File: config.mk
export PLATFORM = sky130hd
export DESIGN_NAME = sbc_responder
export DESIGN_NICKNAME = d
export VERILOG_FILES = /design/src/rtl/sbc_pkg.sv /design/src/rtl/sbc_ctrl.sv /design/src/rtl/sbc_datapath.sv /design/src/rtl/sbc_responder.sv
export SDC_FILE = /design/constraint.sdc
export NUM_CORES = 1
export LEC_CHECK = 0
export ABC_CLOCK_PERIOD_IN_PS = 1800
export BUFFER_PORTS_ARGS = -buffer_cell sky130_fd_sc_hd__buf_2
export CAP_MARGIN = 5
export CORE_MARGIN = 2
export CORE_UTILIZATION = 40
export DETAILED_ROUTE_END_ITERATION = 8
export GPL_TIMING_DRIVEN = 0
export HOLD_SLACK_MARGIN = 0.1
export SYNTH_ARGS = -nofsm -noshare
export SYNTH_HDL_FRONTEND = slang
export SYNTH_SLANG_ARGS = --single-unit
File: constraint.sdc
create_clock -name clk -period 1.8 [get_ports clk]
set_input_delay 0 -clock clk [delete_from_list [all_inputs] [get_ports clk]]
set_output_delay 0 -clock clk [all_outputs]
set_load 0.02 [all_outputs]
File: src/rtl/sbc_pkg.sv
package sbc_pkg;

  localparam int BE_W   = 8;
  localparam int CODE_W = 3;

  typedef enum logic [CODE_W-1:0] {
    EV_NONE      = 3'd0,
    EV_SHUTDOWN  = 3'd1,
    EV_FLUSH     = 3'd2,
    EV_HALT      = 3'd3,
    EV_WRBACK    = 3'd4,
    EV_FLUSHACK  = 3'd5,
    EV_PMSTOPGNT = 3'd6,
    EV_STOPGNT   = 3'd7
  } evtCode_e;

  // strobes from control to datapath
  typedef struct packed {
    logic capture;   // latch bus fields of an accepted special cycle
    logic present;   // drive ready low and publish the event this clock
  } ctrlStrobe_t;

endpackage

File: src/rtl/sbc_ctrl.sv
module sbc_ctrl
  import sbc_pkg::*;
(
  input  logic        clk,
  input  logic        rst,
  input  logic        adsN,
  input  logic        dcN,
  input  logic        mioN,
  input  logic        wrN,
  output ctrlStrobe_t strobe
);

  typedef enum logic [1:0] {
    ST_IDLE = 2'd0,
    ST_PEND = 2'd1,
    ST_ACK  = 2'd2
  } state_e;

  state_e state;
  state_e stateNext;
  logic   isSpecial;

  // code, IO, write: the special-cycle qualifier set
  assign isSpecial = !adsN && !dcN && !mioN && wrN;

  always_comb begin
    stateNext      = state;
    strobe.capture = 1'b0;
    strobe.present = 1'b0;
    unique case (state)
      ST_IDLE: begin
        if (isSpecial) begin
          strobe.capture = 1'b1;
          stateNext      = ST_PEND;
        end
      end
      ST_PEND: begin
        strobe.present = 1'b1;
        stateNext      = ST_ACK;
      end
      ST_ACK: begin
        stateNext = ST_IDLE;
      end
      default: stateNext = ST_IDLE;
    endcase
  end

  always_ff @(posedge clk) begin
    if (rst) state <= ST_IDLE;
    else     state <= stateNext;
  end

endmodule

File: src/rtl/sbc_datapath.sv
module sbc_datapath
  import sbc_pkg::*;
#(
  parameter int ADDR_MSB = 31
) (
  input  logic                  clk,
  input  logic                  rst,
  input  ctrlStrobe_t           strobe,
  input  logic [BE_W-1:0]       beN,
  input  logic [ADDR_MSB:3]     addr,
  output logic                  readyN,
  output logic                  evtValid,
  output logic [CODE_W-1:0]     evtCode,
  output logic                  evtErr
);

  logic [BE_W-1:0]   beQ;
  logic [ADDR_MSB:3] addrQ;
  logic              upperZero;
  logic [1:0]        lowSel;
  evtCode_e          decCode;
  logic              decErr;

  always_ff @(posedge clk) begin
    if (rst) begin
      beQ   <= '1;
      addrQ <= '0;
    end else if (strobe.capture) begin
      beQ   <= beN;
      addrQ <= addr;
    end
  end

  assign upperZero = ~|addrQ[ADDR_MSB:5];
  assign lowSel    = addrQ[4:3];

  always_comb begin
    decCode = EV_NONE;
    decErr  = 1'b0;
    if (!upperZero) begin
      decErr = 1'b1;
    end else begin
      unique case ({beQ, lowSel})
        {8'hFE, 2'b00}: decCode = EV_SHUTDOWN;
        {8'hFD, 2'b00}: decCode = EV_FLUSH;
        {8'hFB, 2'b00}: decCode = EV_HALT;
        {8'hF7, 2'b00}: decCode = EV_WRBACK;
        {8'hEF, 2'b00}: decCode = EV_FLUSHACK;
        {8'hBF, 2'b00}: decCode = EV_PMSTOPGNT;
        {8'hFB, 2'b10}: decCode = EV_STOPGNT;
        default:        decErr  = 1'b1;
      endcase
    end
  end

  always_ff @(posedge clk) begin
    if (rst || !strobe.present) begin
      readyN   <= 1'b1;
      evtValid <= 1'b0;
      evtCode  <= '0;
      evtErr   <= 1'b0;
    end else begin
      readyN   <= 1'b0;
      evtValid <= 1'b1;
      evtCode  <= decCode;
      evtErr   <= decErr;
    end
  end

endmodule

File: src/rtl/sbc_responder.sv
module sbc_responder
  import sbc_pkg::*;
#(
  parameter int ADDR_MSB = 31
) (
  input  logic              clk,
  input  logic              rst,
  input  logic              adsN,
  input  logic              dcN,
  input  logic              mioN,
  input  logic              wrN,
  input  logic [7:0]        beN,
  input  logic [ADDR_MSB:3] addr,
  output logic              readyN,
  output logic              evtValid,
  output logic [2:0]        evtCode,
  output logic              evtErr
);

  ctrlStrobe_t strobe;

  sbc_ctrl ctrl_i (
    .clk    (clk),
    .rst    (rst),
    .adsN   (adsN),
    .dcN    (dcN),
    .mioN   (mioN),
    .wrN    (wrN),
    .strobe (strobe)
  );

  sbc_datapath #(.ADDR_MSB(ADDR_MSB)) dp_i (
    .clk      (clk),
    .rst      (rst),
    .strobe   (strobe),
    .beN      (beN),
    .addr     (addr),
    .readyN   (readyN),
    .evtValid (evtValid),
    .evtCode  (evtCode),
    .evtErr   (evtErr)
  );

endmodule

* After elaboration in Yosys (flattened, before gate mapping)
Index checks and enable logic that the tools add are counted.
Operators by class: multipliers 0, shift-type cells 0, equal/unequal tests 9, multiplexer cells 10, reductions and logical operators 12, order comparisons 0, div/mod/pow operators 0, bitwise operators 0, add/sub/neg operators 0
Operators with widths (number):
- $eq A10 B10 Y1 const B | 7
- $reduce_or A28 Y1 | 1
- $reduce_or A27 Y1 | 1
- $pmux W3 S7 | 1
- $mux W1 | 7
- $reduce_or A7 Y1 | 1
- $logic_not A1 Y1 | 4
- $pmux W2 S2 | 1
- $logic_and A1 B1 Y1 | 3
- $eq A2 B1 Y1 const B | 1
- $logic_not A2 Y1 | 1
- $mux W2 | 1
- $ne A2 B1 Y1 const B | 1
- $logic_or A1 B1 Y1 | 1
Word-level totals: memories kept 0, latch bits 0, memory bits (read-only) 0, register bits after elaboration 45, RAM bits 0

* Logic depth before layout (Yosys ltp)
Gate-level depths: netlist of the first run.
depth in word-level cells 6, mapped depth 6, depth with buffers taken out 4

* By module
A second synthesis of the first run with hierarchy kept.
Second synthesis, totals: cell total of the unflattened synthesis 176, area, all modules 1781.7 µm²
By module, submodules not included:
- sbc_datapath | area each 1687.9 µm², instances 1, cells an instance 167, seq. area each 860.8 µm²
- sbc_ctrl | area each 93.8 µm², instances 1, cells an instance 9, seq. area each 40.0 µm²

* Least setup slack after synthesis of the first run
Ideal clock, no wire load.
kind reg-to-reg, from register ctrl_i.state[1], to register dp_i.beQ[2], arrival 1.249 ns, buffers on the path 1, path slack 0.431 ns, setup time 0.120 ns, stages on the path, launching flop included 6, path through dfxtp_1 -> nor4_1 -> and3b_1 -> buf_4 -> nor2_1 -> a211o_1
On the way: word-level cells in the longest chain between the ends 2
RTL lines:
- from (decl) | RTL line sbc_ctrl.sv:19 | state_e state;
- from (signal assigned) | RTL line sbc_ctrl.sv:50 | else state <= stateNext;
- $logic_not A2 Y1 | RTL line sbc_ctrl.sv:30 | unique case (state)
- $mux W1 | RTL line sbc_ctrl.sv:30
- to (signal assigned) | RTL line sbc_datapath.sv:29 | beQ <= beN;
- to (decl) | RTL line sbc_datapath.sv:17 | logic [BE_W-1:0] beQ;
No other way between the ends. A chain may end at the register's enable or synchronous reset.

* Final worst setup path of the first run
from register ctrl_i.state[1], to register dp_i.addrQ[5] in the netlist's numbering
On the way: word-level cells in the longest chain between the ends 2
RTL lines:
- $logic_not A2 Y1 | RTL line sbc_ctrl.sv:30
- $mux W1 | RTL line sbc_ctrl.sv:30
- to (signal assigned) | RTL line sbc_datapath.sv:30 | addrQ <= addr;
- to (decl) | RTL line sbc_datapath.sv:18 | logic [ADDR_MSB:3] addrQ;
No other way between the ends.

==> flow_metrics.tcl, run 1 <==
set metrics [dict create \
    r2r-end "dp_i.addrQ[5]" \
    ys_types 31 \
    io_buffers 48 \
    clk_latency_ps 290 \
    syn2layout_area_growth_pct 43.2 \
    detail_route.wirelength_um 4270 \
    slew_headroom_pct 69.1 \
    synth_fa_ha_area_share_pct 0 \
    max_slew.worst_pin.slew_ps 464 \
    synth_ff_type "dfxtp_1" \
    antenna_found_initial 0 \
    status "finished clean" \
    initial_core_util_pct 41.1 \
    hold_end "dp_i.addrQ[14]" \
    synth_warnings 0 \
    syn_area_per_cell_um2 8.23 \
    via_per_inst 4.83 \
    io_pins 49 \
    yosysSeqAreaShare_pct 50.7 \
    htree_levels 2 \
    maxCapViolations 0 \
    place_congestion 0.851 \
    min_period_ps 1610 \
    placed_cells 316 \
    num_vias 1750 \
    overflow 0 \
    async_flop_share_pct 0 \
    synth_area_um2 1780 \
    synthSimpleGateAreaFrac_pct 30.5 \
    die_w_um 70.7 \
    hold_path.class "input pin to flip-flop" \
    cts_resized 0 \
    grt_usage_pct 17.8 \
    ff2ff_path_depth 5 \
    drive_gt1_share_pct 20.6 \
    dr.pass1.iters 4 \
    hold_viol_final 0 \
    muxShareOfSynthArea_pct 1.20 \
    num_antenna_cells 0 \
    synth_edf_count 0 \
    synthesis.nets 259 \
    fin_util_pct 58.9 \
    grt_pass1_vias 1679 \
    worst_setup_path_end_kind "flip-flop" \
    clkTransAtPathRegs_ps 80 \
    synth_xor_area_share_pct 0.985 \
    path_class "flip-flop to flip-flop" \
    cts_hold_buf 38 \
    numCtsBuffers 5 \
    path_cells "nor4_1, nand3b_1, buf_2, nand2_1, a21oi_1" \
    synth_compound_area_share_pct 12.2 \
    total_power_w 0.00185 \
    finalMaxSlewViolations 0 \
    crit_start "ctrl_i.state[1]" \
    skew_ps 8.03 \
    dp_hpwl_um 2840 \
    critical_path.max_fanout 10 \
    ctsRootBufferMaster "clkbuf_8" \
    ctsLongestPathBuffers 2 \
    post-route-period-util_pct 89.2 \
    first_iter_violations 61 \
    fmax_mhz 623 \
    final_nets 352 \
    r2r-start "ctrl_i.state[1]" \
    holdPathStages 5 \
    fin_cells 362 \
    ff2ff_setup_slack_ps 190 \
    fp-row-count 24 \
    route.detailed.drc 0 \
    finalSetupTns_ps 0 \
    peakVddDrop_uv 463 \
    die-area_um2 4990 \
    crit_path_top_delay_cell "dfxtp_1" \
    syn_inst 216 \
    cts_setup_buffers 0 \
    critical_path.top_delay_family "simple AND/OR/NAND/NOR gates" \
    hold_start "mioN" \
    critPathMaxStageDelay_ps 340 \
    die_h_um 70.7 \
    synth_top_family_by_area "simple AND/OR/NAND/NOR gates" \
    ant_nets 0 \
    p_per_area_nw_per_um2 728 \
    rsz0062_at_grt "false" \
    wire_per_inst_um 11.8 \
    finalSetupViolCount 0 \
    grt_max_degree 14 \
    leakagePower_nw 1.09 \
    path_buf_inv 1 \
    ys_ff_latch 45 \
    cts_num_sinks 45 \
    cts_tree "done" \
    arrival_ps 1760 \
    coreArea_um2 4320 \
    grt_pass1_wl_um 7130 \
    startpoint_type "flip-flop" \
    required_ps 1960 \
]
[cells by family (layout without fill, tap and decap cells)]
logic type | after synthesis | after routing
xor gates and xnor gates | 2 | 2
buffers and inverters | 15 | 109
muxes | 2 | 2
AOI/OAI and AO/OA | 39 | 39
and+or+nand+nor | 113 | 113
DFF | 45 | 45
[report_power, final]
part	switching (W)	internal, W
Clock	0.000319	0.000269
Sequential	0.0000144	0.00102
Combinational	0.000100	0.000136
Total	0.000433	0.00142
[final cells by class]
type                       instances  area [um^2]
inverter                           2         7.51
sequential                        45          901
multi-input combinational        156          797
tap                               52         65.1
clock buffer                       6         72.6
buffer                            13         72.6
clock inverter                     2         10.0
timing repair buffer              86          621
fill                             446         1780
[Yosys cell counts (all sizes together), types with 2 or more instances]
master | n | share of area, %
nand3b | 9 | 3.8
a21oi | 33 | 9.3
clkbuf | 6 | 1.3
and3b | 2 | 0.99
nand2 | 74 | 16
inv | 2 | 0.42
nand3 | 2 | 0.56
nor3 | 3 | 0.84
dfxtp | 45 | 51
nand2b | 2 | 0.70
nor3b | 3 | 1.5
nor4 | 8 | 2.8
nor2 | 5 | 1.1
nor4bb | 2 | 1.1
buf | 7 | 2.8
[cell usage in the layout, fill, tap and decap left out, types with 2 or more instances in the layout]
cell type	Yosys	layout
a21oi_1	33	33
buf_6	2	2
inv_1	2	2
nor3b_1	2	2
clkbuf_1	6	7
nand3b_1	9	9
nor3_1	3	3
clkbuf_8	0	5
buf_2	4	52
nand2_1	74	74
nor4_1	8	8
dlygate4sd3_1	0	38
and3b_1	2	2
nor4bb_1	2	2
nand2b_1	2	2
nor2_1	5	5
clkinv_2	0	2
dfxtp_1	45	45
nand3_1	2	2
[worst min-delay path, delay by kind of cell]
family | cells | cell delay (ps)
AOI/OAI and AO/OA | 1 | 50
buffers and inverters | 2 | 250
and+or+nand+nor | 2 | 250
[registers in the layout (all words and copies together) (netlist names)]
register       cells
dp_i.beQ           8
dp_i.evtValid      1
dp_i.readyN        1
ctrl_i.state       2
dp_i.evtErr        1
dp_i.evtCode       3
dp_i.addrQ        29
[worst max-delay path by stage]
stage          slack (ps)             end  cells past startpoint
6_report              190   dp_i.addrQ[5]                      5
5_1_grt                20   dp_i.addrQ[7]                      5
4_1_cts               150  dp_i.addrQ[23]                      5
3_5_place_dp          160  dp_i.addrQ[23]                      5
3_3_place_gp          180  dp_i.addrQ[10]                      5
2_1_floorplan         430     dp_i.beQ[2]                      5
[metal layers]
layer  routed length (um)  vias to the layer above  GRT usage (%)
met4                   51                        0           5.66
met3                  166                        4           4.42
li1                     -                      920              -
met5                    0                        -              0
met2                 2040                       41           30.2
met1                 2010                      785           22.4
[per-stage QoR]
| step | cell area, um^2 | setup slack (ps) | hold slack [ps] |
|---|---|---|---|
| final | 2550 | 195 | 311 |
| after global routing | 2550 | 18.5 | 346 |
| after detailed placement | 2080 | 159 | 216 |
| after global placement | 2080 | 183 | 210 |
| after floorplan | 1780 | 431 | 83.7 |
| after CTS | 2550 | 150 | 310 |
(Power assumes the default switching activity.)
==> run 2: changes to the inputs <==
--- a/config.mk
+++ b/config.mk
@@ -6,10 +6,11 @@
 export NUM_CORES = 1
 export LEC_CHECK = 0
 export ABC_CLOCK_PERIOD_IN_PS = 1800
-export BUFFER_PORTS_ARGS = -buffer_cell sky130_fd_sc_hd__buf_2
+export BUFFER_PORTS_ARGS = -buffer_cell sky130_fd_sc_hd__clkbuf_2
 export CAP_MARGIN = 5
 export CORE_MARGIN = 2
 export CORE_UTILIZATION = 40
+export CTS_CLUSTER_DIAMETER = 200
 export DETAILED_ROUTE_END_ITERATION = 8
 export GPL_TIMING_DRIVEN = 0
 export HOLD_SLACK_MARGIN = 0.1
==> flow_metrics.tcl, run 2 (synthesis gave the netlist of run 1 again) <==
set metrics [dict create \
    busiest_layer "met2" \
    layout_common_cells "74 x nand2_1, 48 x clkbuf_2, 45 x dfxtp_1" \
    total_power_w 0.00194 \
    numCtsBuffers 5 \
    finalSetupViolCount 0 \
    max_slew.worst_pin.slew_ps 431 \
    first_iter_violations 54 \
    route.detailed.drc 0 \
    clkTransAtPathRegs_ps 80 \
    ctsRootBufferMaster "clkbuf_8" \
    status "finished clean" \
    nFillCells 415 \
    maxCapViolations 0 \
    initial_core_util_pct 41.1 \
    skew_ps 5.78 \
    final_nets 352 \
    post-route-period-util_pct 91.1 \
    top_regs "dp_i.addrQ: 29 flops, dp_i.beQ: 8 flops, dp_i.evtCode: 3 flops" \
    antenna_found_initial 0 \
    final_common_cell "nand2_1" \
    finalSetupTns_ps 0 \
    die_w_um 70.7 \
    cts_num_sinks 45 \
    startpoint_type "flip-flop" \
    path_class "flip-flop to flip-flop" \
    p_per_area_nw_per_um2 756 \
    finalMaxSlewViolations 0 \
    cts_resized 0 \
    hold_ws_ps 301 \
    htree_levels 2 \
    ff2ff_setup_slack_ps 160 \
    finalInstanceArea_um2 2560 \
    die-area_um2 4990 \
    num_antenna_cells 0 \
    cts_tree "done" \
    min_period_ps 1640 \
    arrival_ps 1820 \
    required_ps 1980 \
    place_congestion 0.837 \
    top_register "dp_i.addrQ" \
    coreArea_um2 4320 \
    rsz0062_at_grt "false" \
    dp_hpwl_um 2810 \
    use_met2_pct 28.7 \
    dr.pass1.iters 4 \
    largest_reg_flops 29 \
    wire_per_inst_um 11.6 \
    placedInstanceArea_um2 2080 \
    worst_setup_path_end_kind "flip-flop" \
    fin_util_pct 59.3 \
    ant_nets 0 \
    critical_path.max_fanout 10 \
    num_vias 1750 \
    grt_util_met1_pct 22.5 \
    io_buffers 48 \
    ctsLongestPathBuffers 2 \
    die_h_um 70.7 \
    overflow 0 \
    hold_viol_final 0 \
    grt_pass1_wl_um 6950 \
    peakVddDrop_uv 391 \
    clk_latency_ps 290 \
    drive_gt1_share_pct 21.0 \
    grt_use_met3_pct 4.70 \
    leakagePower_nw 1.10 \
    hold_path.class "input pin to flip-flop" \
    io_pins 49 \
    detail_route.wirelength_um 4200 \
    via_per_inst 4.83 \
    grt_max_degree 14 \
    grt_pass1_vias 1620 \
    slew_headroom_pct 71.3 \
    fp-row-count 24 \
    grt_usage_pct 17.5 \
    syn2layout_area_growth_pct 44.3 \
    fmax_mhz 610 \
]
==> run 2: cell count changes in the layout (fill, tap and decap cells not counted) <==
cell	change
clkbuf_8	+2
clkinv_2	-1
clkbuf_1	-1
buf_2	-48
clkbuf_2	+48
==> run 2: what timing repair did <==
item / in CTS / in global routing
setup buffers: 0 / 0
endpoints found under the hold margin: 41 / 0
hold buffers: 38 / 0
endpoints found under the setup margin: 0 / 0
==> run 2: final cells by class <==
type                            instances  area [um^2]  area share [%]
Inverter                                2         7.51           0.293
Tap cell                               52         65.1            2.54
Clock buffer                            7         96.3            3.76
Sequential cell                        45          901            35.1
Timing Repair Buffer                   86          621            24.2
Clock inverter                          1         5.00           0.195
Buffer                                 13         72.6            2.83
Multi-Input combinational cell        156          797            31.1
==> run 2: critical path: stages, from the launching register on <==
cell and delay, ps:
dfxtp_1 340, nor4_1 340, nand3b_1 360, buf_2 310, nand2_1 100, nand3b_1 80
==> run 2: worst paths after layout <==
kind                                       from             end  depth (start not counted)
worst max-delay path            ctrl_i.state[1]     dp_i.beQ[0]                          5
worst min-delay path                        wrN  dp_i.addrQ[16]                          5
worst max register to register  ctrl_i.state[1]     dp_i.beQ[0]                          5
worst min register to register   dp_i.addrQ[31]  dp_i.addrQ[31]                          2
==> run 2: per-stage QoR <==
step | worst slack (ps) | instances
6_report | 160 | 362
5_1_grt | 9.39 | 362
4_1_cts | 143 | 362
3_5_place_dp | 168 | 316
3_3_place_gp | 176 | 316
2_1_floorplan | 431 | 216
==> run 2: metal layers <==
layer,wire (um),vias to the layer above
li1,-,918
met5,0,-
met3,166,2
met4,21,0
met1,2030,790
met2,1990,40
==> run 2: power by group <==
group	internal, W	leakage (nW)	switching (W)	total (W)
combinational	0.000136	0.685	0.000101	0.000236
clock	0.000347	0.0542	0.000324	0.000671
sequential	0.00102	0.365	0.0000145	0.00103
total	0.00150	1.10	0.000440	0.00194
